--- src/rtl/cec_bit_rx.sv ---
module cec_bit_rx #(
  parameter int CW = 10
) (
  input  logic          clk,
  input  logic          rst_n,
  input  logic          tick,
  input  logic          line_in,
  input  logic [CW-1:0] st_low_min,
  input  logic [CW-1:0] st_low_max,
  input  logic [CW-1:0] st_per_min,
  input  logic [CW-1:0] st_per_max,
  input  logic [CW-1:0] one_low_min,
  input  logic [CW-1:0] one_low_max,
  input  logic [CW-1:0] zero_low_min,
  input  logic [CW-1:0] zero_low_max,
  input  logic [CW-1:0] per_min,
  input  logic [CW-1:0] high_max,
  input  logic [CW-1:0] low_err,
  input  logic [CW-1:0] smp_pt,
  input  logic [4:0]    la_cfg,
  output logic          byte_vld,
  output logic [7:0]    byte_data,
  output logic          byte_eom,
  output logic          byte_ack,
  output logic          byte_first,
  output logic          addr_hit,
  output logic          err_pulse
);
  localparam int NBITS = 10;
  localparam int BW = $clog2(NBITS);
  localparam logic [CW-1:0] CMAX = {CW{1'b1}};

  typedef enum logic [2:0] {IDLE, SLO, SHI, BLO, BHI} st_t;

  st_t st;
  logic [2:0] sync;
  logic [CW-1:0] cnt, lowlen;
  logic [NBITS-1:0] shreg;
  logic [BW-1:0] bidx;
  logic bval, first_f;

  wire fall = sync[2] & ~sync[1];
  wire rise = ~sync[2] & sync[1];
  wire lvl = sync[1];
  wire [CW-1:0] hi_len = cnt - lowlen;
  wire in_one = (cnt >= one_low_min) && (cnt <= one_low_max);
  wire in_zero = (cnt >= zero_low_min) && (cnt <= zero_low_max);
  wire start_lo_ok = (cnt >= st_low_min) && (cnt <= st_low_max);
  wire start_per_ok = (cnt >= st_per_min) && (cnt <= st_per_max);
  wire last_bit = (bidx == BW'(NBITS - 1));
  wire [NBITS-1:0] nbits = {shreg[NBITS-2:0], bval};
  wire in_bit = (st == BLO) || (st == BHI);

  always_ff @(posedge clk or negedge rst_n)
    if (!rst_n) sync <= '1;
    else sync <= {sync[1:0], line_in};

  always_ff @(posedge clk or negedge rst_n)
    if (!rst_n) cnt <= '0;
    else if (fall) cnt <= '0;
    else if (tick && cnt != CMAX) cnt <= cnt + 1'b1;

  always_ff @(posedge clk or negedge rst_n)
    if (!rst_n) bval <= 1'b0;
    else if (tick && in_bit && (CW'(cnt + 1'b1) == smp_pt)) bval <= lvl;

  always_ff @(posedge clk or negedge rst_n) begin
    if (!rst_n) begin
      st <= IDLE;
      lowlen <= '0;
      shreg <= '0;
      bidx <= '0;
      first_f <= 1'b0;
      byte_vld <= 1'b0;
      byte_data <= '0;
      byte_eom <= 1'b0;
      byte_ack <= 1'b0;
      byte_first <= 1'b0;
      addr_hit <= 1'b0;
      err_pulse <= 1'b0;
    end else begin
      byte_vld <= 1'b0;
      addr_hit <= 1'b0;
      err_pulse <= 1'b0;
      case (st)
        IDLE: if (fall) st <= SLO;
        SLO: begin
          if (rise) begin
            if (start_lo_ok) st <= SHI;
            else begin
              err_pulse <= 1'b1;
              st <= IDLE;
            end
          end else if (cnt > st_low_max) begin
            err_pulse <= 1'b1;
            st <= IDLE;
          end
        end
        SHI: begin
          if (fall) begin
            if (start_per_ok) begin
              st <= BLO;
              bidx <= '0;
              first_f <= 1'b1;
            end else begin
              err_pulse <= 1'b1;
              st <= SLO;
            end
          end else if (cnt > st_per_max) begin
            err_pulse <= 1'b1;
            st <= IDLE;
          end
        end
        BLO: begin
          if (rise) begin
            if (in_one || in_zero) begin
              lowlen <= cnt;
              st <= BHI;
            end else begin
              err_pulse <= 1'b1;
              st <= IDLE;
            end
          end else if (cnt > low_err) begin
            err_pulse <= 1'b1;
            st <= IDLE;
          end
        end
        BHI: begin
          if (fall) begin
            if (cnt < per_min) begin
              err_pulse <= 1'b1;
              st <= SLO;
            end else begin
              shreg <= nbits;
              if (last_bit) begin
                byte_vld <= 1'b1;
                byte_data <= nbits[9:2];
                byte_eom <= nbits[1];
                byte_ack <= nbits[0];
                byte_first <= first_f;
                addr_hit <= first_f && la_cfg[4] && (nbits[5:2] == la_cfg[3:0]);
                first_f <= 1'b0;
                bidx <= '0;
                st <= nbits[1] ? SLO : BLO;
              end else begin
                bidx <= bidx + 1'b1;
                st <= BLO;
              end
            end
          end else if (hi_len > high_max) begin
            st <= IDLE;
            if (last_bit) begin
              byte_vld <= 1'b1;
              byte_data <= nbits[9:2];
              byte_eom <= nbits[1];
              byte_ack <= nbits[0];
              byte_first <= first_f;
              addr_hit <= first_f && la_cfg[4] && (nbits[5:2] == la_cfg[3:0]);
              first_f <= 1'b0;
            end else begin
              err_pulse <= 1'b1;
            end
          end
        end
        default: st <= IDLE;
      endcase
    end
  end

  a_r9_strobe_from_bit_high: assert property (@(posedge clk) disable iff (!rst_n)
    byte_vld |-> $past(st == BHI));

  a_r12_hit_on_first_byte: assert property (@(posedge clk) disable iff (!rst_n)
    addr_hit |-> (byte_vld && byte_first));

  a_r10_err_from_active: assert property (@(posedge clk) disable iff (!rst_n)
    err_pulse |-> $past(st != IDLE));

  a_r11_eom_starts_start_bit: assert property (@(posedge clk) disable iff (!rst_n)
    (byte_vld && byte_eom && $past(fall)) |-> (st == SLO));

  a_r2_data_after_start: assert property (@(posedge clk) disable iff (!rst_n)
    ((st == BLO) && $past(st != BLO)) |-> $past(st == SHI || st == BHI));
endmodule

--- config.mk ---
export PLATFORM = sky130hd
export DESIGN_NAME = cec_bit_rx
export DESIGN_NICKNAME = d
export VERILOG_FILES = /design/src/rtl/cec_bit_rx.sv
export SDC_FILE = /design/constraint.sdc
export NUM_CORES = 1
export LEC_CHECK = 0
export ABC_AREA = 1
export BUFFER_PORTS_ARGS = -buffer_cell sky130_fd_sc_hd__clkbuf_2
export CAP_MARGIN = 20
export CORE_MARGIN = 2
export CORE_UTILIZATION = 30
export CTS_CLUSTER_DIAMETER = 120
export CTS_CLUSTER_SIZE = 10
export DETAILED_ROUTE_END_ITERATION = 10
export SETUP_SLACK_MARGIN = 0.5
export SLEW_MARGIN = 20
export SYNTH_ARGS = -nofsm -noshare
export SYNTH_HDL_FRONTEND = slang
export SYNTH_SLANG_ARGS = --single-unit
--- constraint.sdc ---
create_clock -name clk -period 3.8 [get_ports clk]
set_input_delay 0.19 -clock clk [delete_from_list [all_inputs] [get_ports clk]]
set_output_delay 0.19 -clock clk [all_outputs]
set_load 0.02 [all_outputs]
======== Yosys cells after proc, flatten, opt, wreduce, memory -nomap -nowiden ========
Cells that the tools add are included.
cells by class
  bitwise operators ....................... 5
  add/subtract/negate cells ............... 3
  equality and inequality tests ........... 19
  muxes and demuxes ....................... 71
  reduce and logical (&&, ||, !) cells .... 21
  order comparisons ....................... 13
operators with widths
  kind                     number
  $mux W1                  41
  $ge A10 B10 Y1           4
  $gt A10 B10 Y1           4
  $le A10 B10 Y1           4
  $mux W8                  4
  $mux W3                  10
  $mux W10                 2
  $mux W4                  5
  $pmux W3 S5              1
  $reduce_and A5 Y1        3
  $ne A2 B2 Y1 const B     6
  $add A10 B1 Y10 const B  1
  $eq A10 B10 Y1           1
  $lt A10 B10 Y1           1
  $mux W2                  5
  $ne A10 B10 Y1 const B   1
  $sub A10 B10 Y10         1
  $logic_and A1 B1 Y1      9
  $ne A3 B3 Y1 const B     3
  $reduce_and A3 Y1        3
  $pmux W4 S2              1
  $eq A3 B2 Y1 const B     2
  $ne A3 B2 Y1 const B     2
  $reduce_bool A2 Y1       3
  other kinds (11)         15
storage, ports and cells
  bits in registers ....................... 55

======== Longest topological paths before layout ========
Gate-level depths: netlist of run 1.
  word-level depth ........................ 6
  gate-level depth with buffers ........... 20
  mapped depth without buffers ............ 20

======== Worst setup path after synthesis of run 1 ========
Ideal clock, no wire load.
  path kind ............................... flip-flop to flip-flop
  start ................................... register cnt[0]
  end ..................................... register byte_data[2]
  setup time .............................. 119 ps
  arrival ................................. 3114 ps
  stages on the path, launching flop included .. 21
  data required time ...................... 3681 ps
  path slack .............................. 567 ps
  cell sequence ........................... dfrtp_1 buf_6 clkinv_4 ha_1 fa_1 o21ai_0 a21oi_1 o21ai_0 xor2_1 inv_1 ha_1 nand2_1 nor2_1 o211ai_1 nand3_1 nand3_1 nand2_1 nand2_2 buf_6 nand2_1 o21ai_2
on the way
  word-level cells in the longest chain between the ends .. 4
  elaborated cells on any way between the ends .. 6
  those cells by class .................... add/sub (1); order compare (2); eq/ne (1); reduce/logical (2)
RTL lines
  item                                    RTL line  source
  from (decl)                             37        logic [CW-1:0] cnt, lowlen;
  from (signal assigned)                  61        else if (tick && cnt != CMAX) cnt <= cnt + 1'b1;
  $sub A10 B10 Y10                        45        wire [CW-1:0] hi_len = cnt - lowlen;
  $gt A10 B10 Y1                          150       end else if (hi_len > high_max) begin
  $reduce_bool A2 Y1 (no source line)     --
  $reduce_and A3 Y1 (no source line) (*)  --
  to (signal assigned)                    137       byte_data <= nbits[9:2];
  to (signal assigned)                    154       byte_data <= nbits[9:2];
  to (decl)                               22        output logic [7:0] byte_data,
Mark *: on every way between the ends. The rest lies on a longest branch, timed or not.
A chain may end at the register's enable or synchronous reset.

======== Worst setup path in the final report of run 1 ========
  start ................................... register cnt[0]
  end ..................................... register byte_data[1]
The elaborated chain is that of the path after synthesis.

==> results.json, run 1 <==
{
  "cts_tree": "built",
  "die_h_um": 147,
  "fill_cells": 2201,
  "cp-end-kind": "register",
  "vias": 5907,
  "required_ns": 4.02,
  "yosysTopAreaCell": "ha_1",
  "hold_path.class": "in2reg",
  "cts.sinks": 55,
  "post-dp-hpwl_mm": 13.2,
  "finalSetupViolCount": 0,
  "fin_ws_ns": 0.724,
  "diodes": 0,
  "pre_cts_slack_ns": 0.218,
  "synthToLayoutAreaGrowth_pct": 21.3,
  "final-hold-violation-count": 0,
  "dpl_cell_area_um2": 7200,
  "final_nets": 1293,
  "antenna_found_initial": 0,
  "pin_count": 143,
  "dieArea_um2": 21600,
  "path_delay_family": "adder cells",
  "rsz0062_at_grt": "false",
  "final_cell_mix": "225 x nand2_1, 190 x inv_1, 142 x clkbuf_2",
  "utilization": 0.369,
  "ys.warnings.count": 0,
  "muxShareOfSynthArea": 0,
  "routed_wl_mm": 16.5,
  "synth-seq-area-share": 0.226,
  "finalMaxSlewViolations": 0,
  "start_util": 0.304,
  "synth-xor-area-share": 0.0172,
  "ctsLongestPathBuffers": 2,
  "leakage_uw": 0.00455,
  "crit_slowest_cell": "fa_1",
  "cts-buffers-inserted": 5,
  "max-slew-margin-rel": 0.519,
  "arrival_ns": 3.30,
  "grt_overflow": 0,
  "fin_skew_ns": 0.00903,
  "status": "completed",
  "max-cap-violations": 0,
  "drc": 0,
  "grt_max_degree": 31,
  "startpoint_type": "register",
  "grt_pass1_wl_mm": 26.5,
  "track_usage": 0.152,
  "synth_top_family_by_area": "simple AND/OR/NAND/NOR gates",
  "cp_cell_sequence": "clkinv_4 > ha_1 > fa_1 > o21ai_2 > a21oi_1 > o21ai_1 > xor2_1 > inv_1 > ha_1 > nand2_1 > nor2_2 > o211ai_1 > nand3_1 > nand3_1 > nand2_4 > nand2_4 > o21ai_1",
  "core_area_um2": 20100,
  "synth_top_area_frac": 0.247,
  "critPathMaxFanout": 11,
  "synth_compound_area_frac": 0.111,
  "peakVddDrop_uv": 157,
  "gp_congestion": 0.831,
  "first_global_vias": 5561,
  "drt-vias-per-instance": 4.50,
  "rows": 52,
  "cpPeakStageDelay_ns": 0.42,
  "layout_commonest_cell": "nand2_1",
  "dr.pass1.iters": 5,
  "syn_avg_cell_area_um2": 6.92,
  "power_density_nw_per_um2": 240,
  "syn-num-nets": 1135,
  "hold_slack_ns": 0.178,
  "post-route-period-util": 0.810,
  "first_iter_violations": 275,
  "synth_fa_ha_area_frac": 0.251,
  "h-tree-depth": 2,
  "root_buffer": "clkbuf_16",
  "min_period_ns": 3.08,
  "ys_ff_latch": 55,
  "critPathKind": "reg2reg",
  "design_area_um2": 7420,
  "fmax_mhz": 325,
  "tightest_slew_ns": 0.721,
  "synth_cells": 884,
  "syn-cell-area_um2": 6120,
  "die-width_um": 147,
  "drive_above_1_share": 0.185,
  "worstSkewPairLatency_ns": 0.30,
  "yosysUniqueCellTypes": 35,
  "clkTransAtPathRegs_ns": 0.07,
  "worst-path-buf-inv": 2,
  "postRouteAntennaNets": 0,
  "synth-simple-area-share": 0.267,
  "finalSetupTns_ns": 0,
  "wire_per_inst_um": 12.6,
  "place.port_buffers": 142,
  "synthTopCellsByArea": "ha_1 25%, dfrtp_1 21%, nand2_1 14%, inv_1 12%, nand3_1 4.6%"
}
## per-layer routing
layer / global-route usage / vias up / share of wire
li1: - / 3146 / -
met1: 0.206 / 2614 / 0.48
met2: 0.256 / 128 / 0.45
met3: 0.0245 / 19 / 0.054
met4: 0.0359 / 0 / 0.018
met5: 0 / - / 0
## cell families (layout without fill, tap and decap cells)
group                      after synthesis  count (layout)
DFF                                     55              55
and+or+nand+nor                        381             382
adders and majority gates              122             122
xor gates and xnor gates                12              12
AOI/OAI and AO/OA                      114             114
buffers and inverters                  200             358
## tightest hold or removal path, stage by stage
cell	delay (ns)
clkbuf_2	0.09
a211oi_1	0.06
nand3_1	0.06
nor2_1	0.04
## report_power, final
part | internal [µW] | switching (µW)
Combinational | 294 | 412
Sequential | 603 | 15.7
Clock | 247 | 211
Total | 1140 | 638
## final timing paths
kind / endpoint / depth (start not counted) / from / slack (ns)
setup reg to reg: byte_data[1] / 17 / cnt[0] / 0.72
setup / recovery: byte_data[1] / 17 / cnt[0] / 0.72
hold / removal: addr_hit / 4 / la_cfg[1] / 0.18
min in group asynchronous: byte_vld / 2 / rst_n / 0.47
max in group asynchronous: cnt[7] / 3 / rst_n / 2.50
hold reg to reg: sync[1] / 0 / sync[0] / 0.36
## sequential cells by signal, summed over array words and instances (netlist names)
register / count
cnt: 10
lowlen: 10
shreg: 9
byte_data: 8
bidx: 4
st: 3
sync: 3
addr_hit: 1
bval: 1
byte_ack: 1
byte_eom: 1
byte_first: 1
byte_vld: 1
err_pulse: 1
first_f: 1
## area by class of cell
type,instances,area [µm²],share of cell area
inverter,191,722,0.0973
sequential,55,1380,0.186
clock buffer,6,129,0.0174
clock inverter,2,17.5,0.00236
multi-input combinational,630,3990,0.538
tap,270,338,0.0455
timing repair buffer,159,843,0.114
## Yosys cell counts, drive strengths merged
| cell | n |
|---|---|
| a21o | 5 |
| clkbuf | 2 |
| ha | 121 |
| o21bai | 8 |
| buf | 7 |
| o211ai | 5 |
| inv | 190 |
| nor4 | 1 |
| nor2 | 61 |
| a21oi | 41 |
| a211oi | 1 |
| xor2 | 8 |
| clkinv | 1 |
| xnor2 | 4 |
| o22ai | 9 |
| nor3 | 7 |
| nand2 | 230 |
| nand3b | 6 |
| a21boi | 1 |
| dfrtp | 52 |
| o21a | 5 |
| fa | 1 |
| nand3 | 59 |
| dfstp | 3 |
| nand4 | 17 |
| o21ai | 39 |
## repair_timing
| action | CTS | global route |
|---|---|---|
| endpoints found under the setup margin | 13 | 14 |
| pin swaps | 0 | 2 |
| hold endpoints to repair | 27 | 0 |
| cloned | 0 | 1 |
| resized for setup | 4 | 5 |
| setup buffers | 0 | 2 |
| hold buffers | 2 | 0 |
## through the flow
stage,cells,power (µW)
5_1_grt,1313,1930
2_1_floorplan,884,1080
6_report,1313,1780
3_3_place_gp,1300,1290
4_1_cts,1310,1780
3_5_place_dp,1300,1310
(Power assumes the default switching activity.)
==> inputs of run 2 (changes only) <==
--- a/config.mk
+++ b/config.mk
@@ -5,7 +5,7 @@
 export SDC_FILE = /design/constraint.sdc
 export NUM_CORES = 1
 export LEC_CHECK = 0
-export ABC_AREA = 1
+export ABC_AREA = 0
 export BUFFER_PORTS_ARGS = -buffer_cell sky130_fd_sc_hd__clkbuf_2
 export CAP_MARGIN = 20
 export CORE_MARGIN = 2
==> constraint.sdc (replaced) <==
create_clock -name clk -period 2.6 [get_ports clk]
set_input_delay 0.13 -clock clk [delete_from_list [all_inputs] [get_ports clk]]
set_output_delay 0.13 -clock clk [all_outputs]
set_load 0.02 [all_outputs]
==> results.json, run 2 <==
{
  "syn_avg_cell_area_um2": 8.77,
  "wl_met1_mm": 7.80,
  "rows": 50,
  "postRouteAntennaNets": 0,
  "routed_wl_mm": 16.8,
  "gp_congestion": 0.789,
  "min_to": "addr_hit",
  "core_area_um2": 18700,
  "r2r-end": "byte_data[4]",
  "die-width_um": 142,
  "synth-seq-area-share": 0.241,
  "min_period_ns": 3.77,
  "finalSetupTns_ns": -21.74,
  "pin_count": 143,
  "tightest_slew_ns": 0.553,
  "critPathKind": "reg2reg",
  "drc": 0,
  "syn-num-nets": 903,
  "final_nets": 1124,
  "ctsLongestPathBuffers": 2,
  "drive_above_1_share": 0.398,
  "synthTopCellsByArea": "ha_1 26%, dfrtp_1 23%, inv_1 8.0%, mux2_2 4.7%, a21oi_1 3.6%",
  "hold_slack_ns": 0.0991,
  "clkTransAtPathRegs_ns": 0.07,
  "ys.warnings.count": 0,
  "cts_tree": "built",
  "first_iter_violations": 150,
  "wl_met3_um": 670,
  "top_regs": "cnt x10, lowlen x10, shreg x9",
  "grt_pass1_wl_mm": 26.3,
  "grt_max_degree": 46,
  "track_usage": 0.163,
  "min_from": "la_cfg[4]",
  "die_h_um": 142,
  "status": "finished, violations left",
  "max-slew-margin-rel": 0.622,
  "topRoutingLayerUsed": "met4",
  "failed_checks": "setup timing",
  "final_cell_mix": "142 x clkbuf_2, 119 x inv_1, 107 x ha_1",
  "pre_cts_slack_ns": -1.17,
  "fin_skew_ns": 0.00812,
  "cts.sinks": 55,
  "yosysUniqueCellTypes": 64,
  "synth_commonest_cells": "122 x inv_1, 121 x ha_1, 52 x dfrtp_1, 41 x a21oi_1, 29 x nand2_1",
  "start_util": 0.306,
  "max-cap-violations": 0,
  "dieArea_um2": 20200,
  "worstSkewPairLatency_ns": 0.29,
  "final-hold-violation-count": 0,
  "synthArstFlopShare": 1.00,
  "ys.flop_type": "dfrtp_1",
  "synth_cells": 652,
  "rsz0062_at_grt": "true",
  "dr_wl_met2_mm": 8.06,
  "yosysTopAreaCell": "ha_1",
  "hold_depth": 3,
  "first_global_vias": 5393,
  "required_ns": 2.78,
  "design_area_um2": 8220,
  "wire_per_inst_um": 15.2,
  "yosysMostFrequentCell": "inv_1",
  "hold_path.class": "in2reg",
  "post-route-period-util": 1.45,
  "peakVddDrop_uv": 314,
  "synth-edff-count": 0,
  "reg2reg_depth": 21,
  "antenna_found_initial": 0,
  "startpoint_type": "register",
  "synth_top_area_frac": 0.265,
  "post-dp-hpwl_mm": 12.6,
  "dpl_cell_area_um2": 7100,
  "ys_ff_latch": 55,
  "fill_cells": 1787,
  "finalSetupViolCount": 36,
  "leakage_uw": 0.00452,
  "synthToLayoutAreaGrowth_pct": 43.7,
  "place.port_buffers": 142,
  "r2r_slack_ns": -1.17,
  "cp-end-kind": "register",
  "arrival_ns": 3.95,
  "fin_ws_ns": -1.17,
  "timing.rr.start": "lowlen[1]",
  "finalMaxSlewViolations": 0,
  "diodes": 0,
  "h-tree-depth": 2,
  "power_density_nw_per_um2": 418,
  "dr.pass1.iters": 4,
  "root_buffer": "clkbuf_16",
  "syn-cell-area_um2": 5720,
  "critPathMaxFanout": 7,
  "grt_overflow": 0,
  "fmax_mhz": 265,
  "vias": 5298,
  "drt-vias-per-instance": 4.78,
  "layout_commonest_cell": "clkbuf_2",
  "cts-buffers-inserted": 5
}
-- run 2: changes by cell type after synthesis, moves of 18 or more --
cell,previous run,this run
inv_1,190,122
nand3_1,56,19
nor2_1,57,23
mux2_2,0,24
nand2_1,226,29
xnor2_1,4,22
-- run 2: worst max path at each step --
| stage | startpoint | to | cells after the start |
|---|---|---|---|
| global route | lowlen[1] | byte_data[3] | 21 |
| CTS | cnt[1] | byte_data[5] | 17 |
| global placement | cnt[1] | byte_data[6] | 17 |
| floorplan | cnt[1] | byte_ack | 17 |
| detailed placement | cnt[1] | byte_data[5] | 17 |
| finish | lowlen[1] | byte_data[4] | 21 |
-- run 2: where the power goes --
| part | switching, µW | internal [µW] | leakage (µW) |
|---|---|---|---|
| combinational | 819 | 954 | 0.00371 |
| sequential | 20.9 | 881 | 0.000732 |
| clock | 302 | 459 | 0.0000815 |
| total | 1140 | 2290 | 0.00452 |
-- run 2: layout make-up --
class / count / area, µm² / area share
inverter: 122 / 460 / 0.0560
clock buffer: 6 / 129 / 0.0157
multi-input combinational: 465 / 4400 / 0.535
clock inverter: 2 / 38.8 / 0.00472
tap: 234 / 293 / 0.0356
sequential: 55 / 1390 / 0.169
timing repair buffer: 224 / 1520 / 0.184
-- run 2: repair_timing --
item | 4_1_cts | 5_1_grt
buffers inserted | 17 | 15
hold buffers | 2 | 0
pin swaps | 27 | 54
gates resized for setup | 54 | 82
endpoints found under the hold margin | 11 | 0
setup endpoints to repair | 43 | 51
gates cloned | 1 | 1
-- run 2: cell families after synthesis --
logic type,synth area share
muxes,0.0608
buffers and inverters,0.0899
adders and majority gates,0.268
DFF,0.241
AOI/OAI and AO/OA,0.152
xor gates and xnor gates,0.0490
and+or+nand+nor,0.139
-- run 2: routing by layer --
metal	GRT usage	up-vias
met5	0	-
met4	0.0353	0
met3	0.0175	21
met2	0.284	115
met1	0.218	2438
li1	-	2724
-- run 2: metrics by stage --
stage / utilization / power, µW / std cells
after detailed placement: 0.379 / 2120 / 1064
after global placement: 0.379 / 2090 / 1064
after floorplan: - / 1630 / 652
after CTS: 0.411 / 3150 / 1092
after global routing: 0.439 / 3670 / 1108
final: 0.439 / 3440 / 1108
-- run 2: worst max-delay path, stage by stage (launching register included) --
cell	delay, ns
dfrtp_1	0.40
inv_2	0.09
ha_4	0.19
nor2b_2	0.15
o21ai_2	0.17
a21boi_2	0.10
buf_4	0.14
buf_4	0.12
buf_4	0.12
buf_4	0.13
buf_4	0.12
buf_4	0.13
nor2_4	0.14
ha_4	0.22
nand2_2	0.08
nor3_2	0.06
a221oi_2	0.30
a32oi_4	0.10
and2_4	0.17
o211ai_4	0.24
clkbuf_16	0.20
mux2_4	0.29
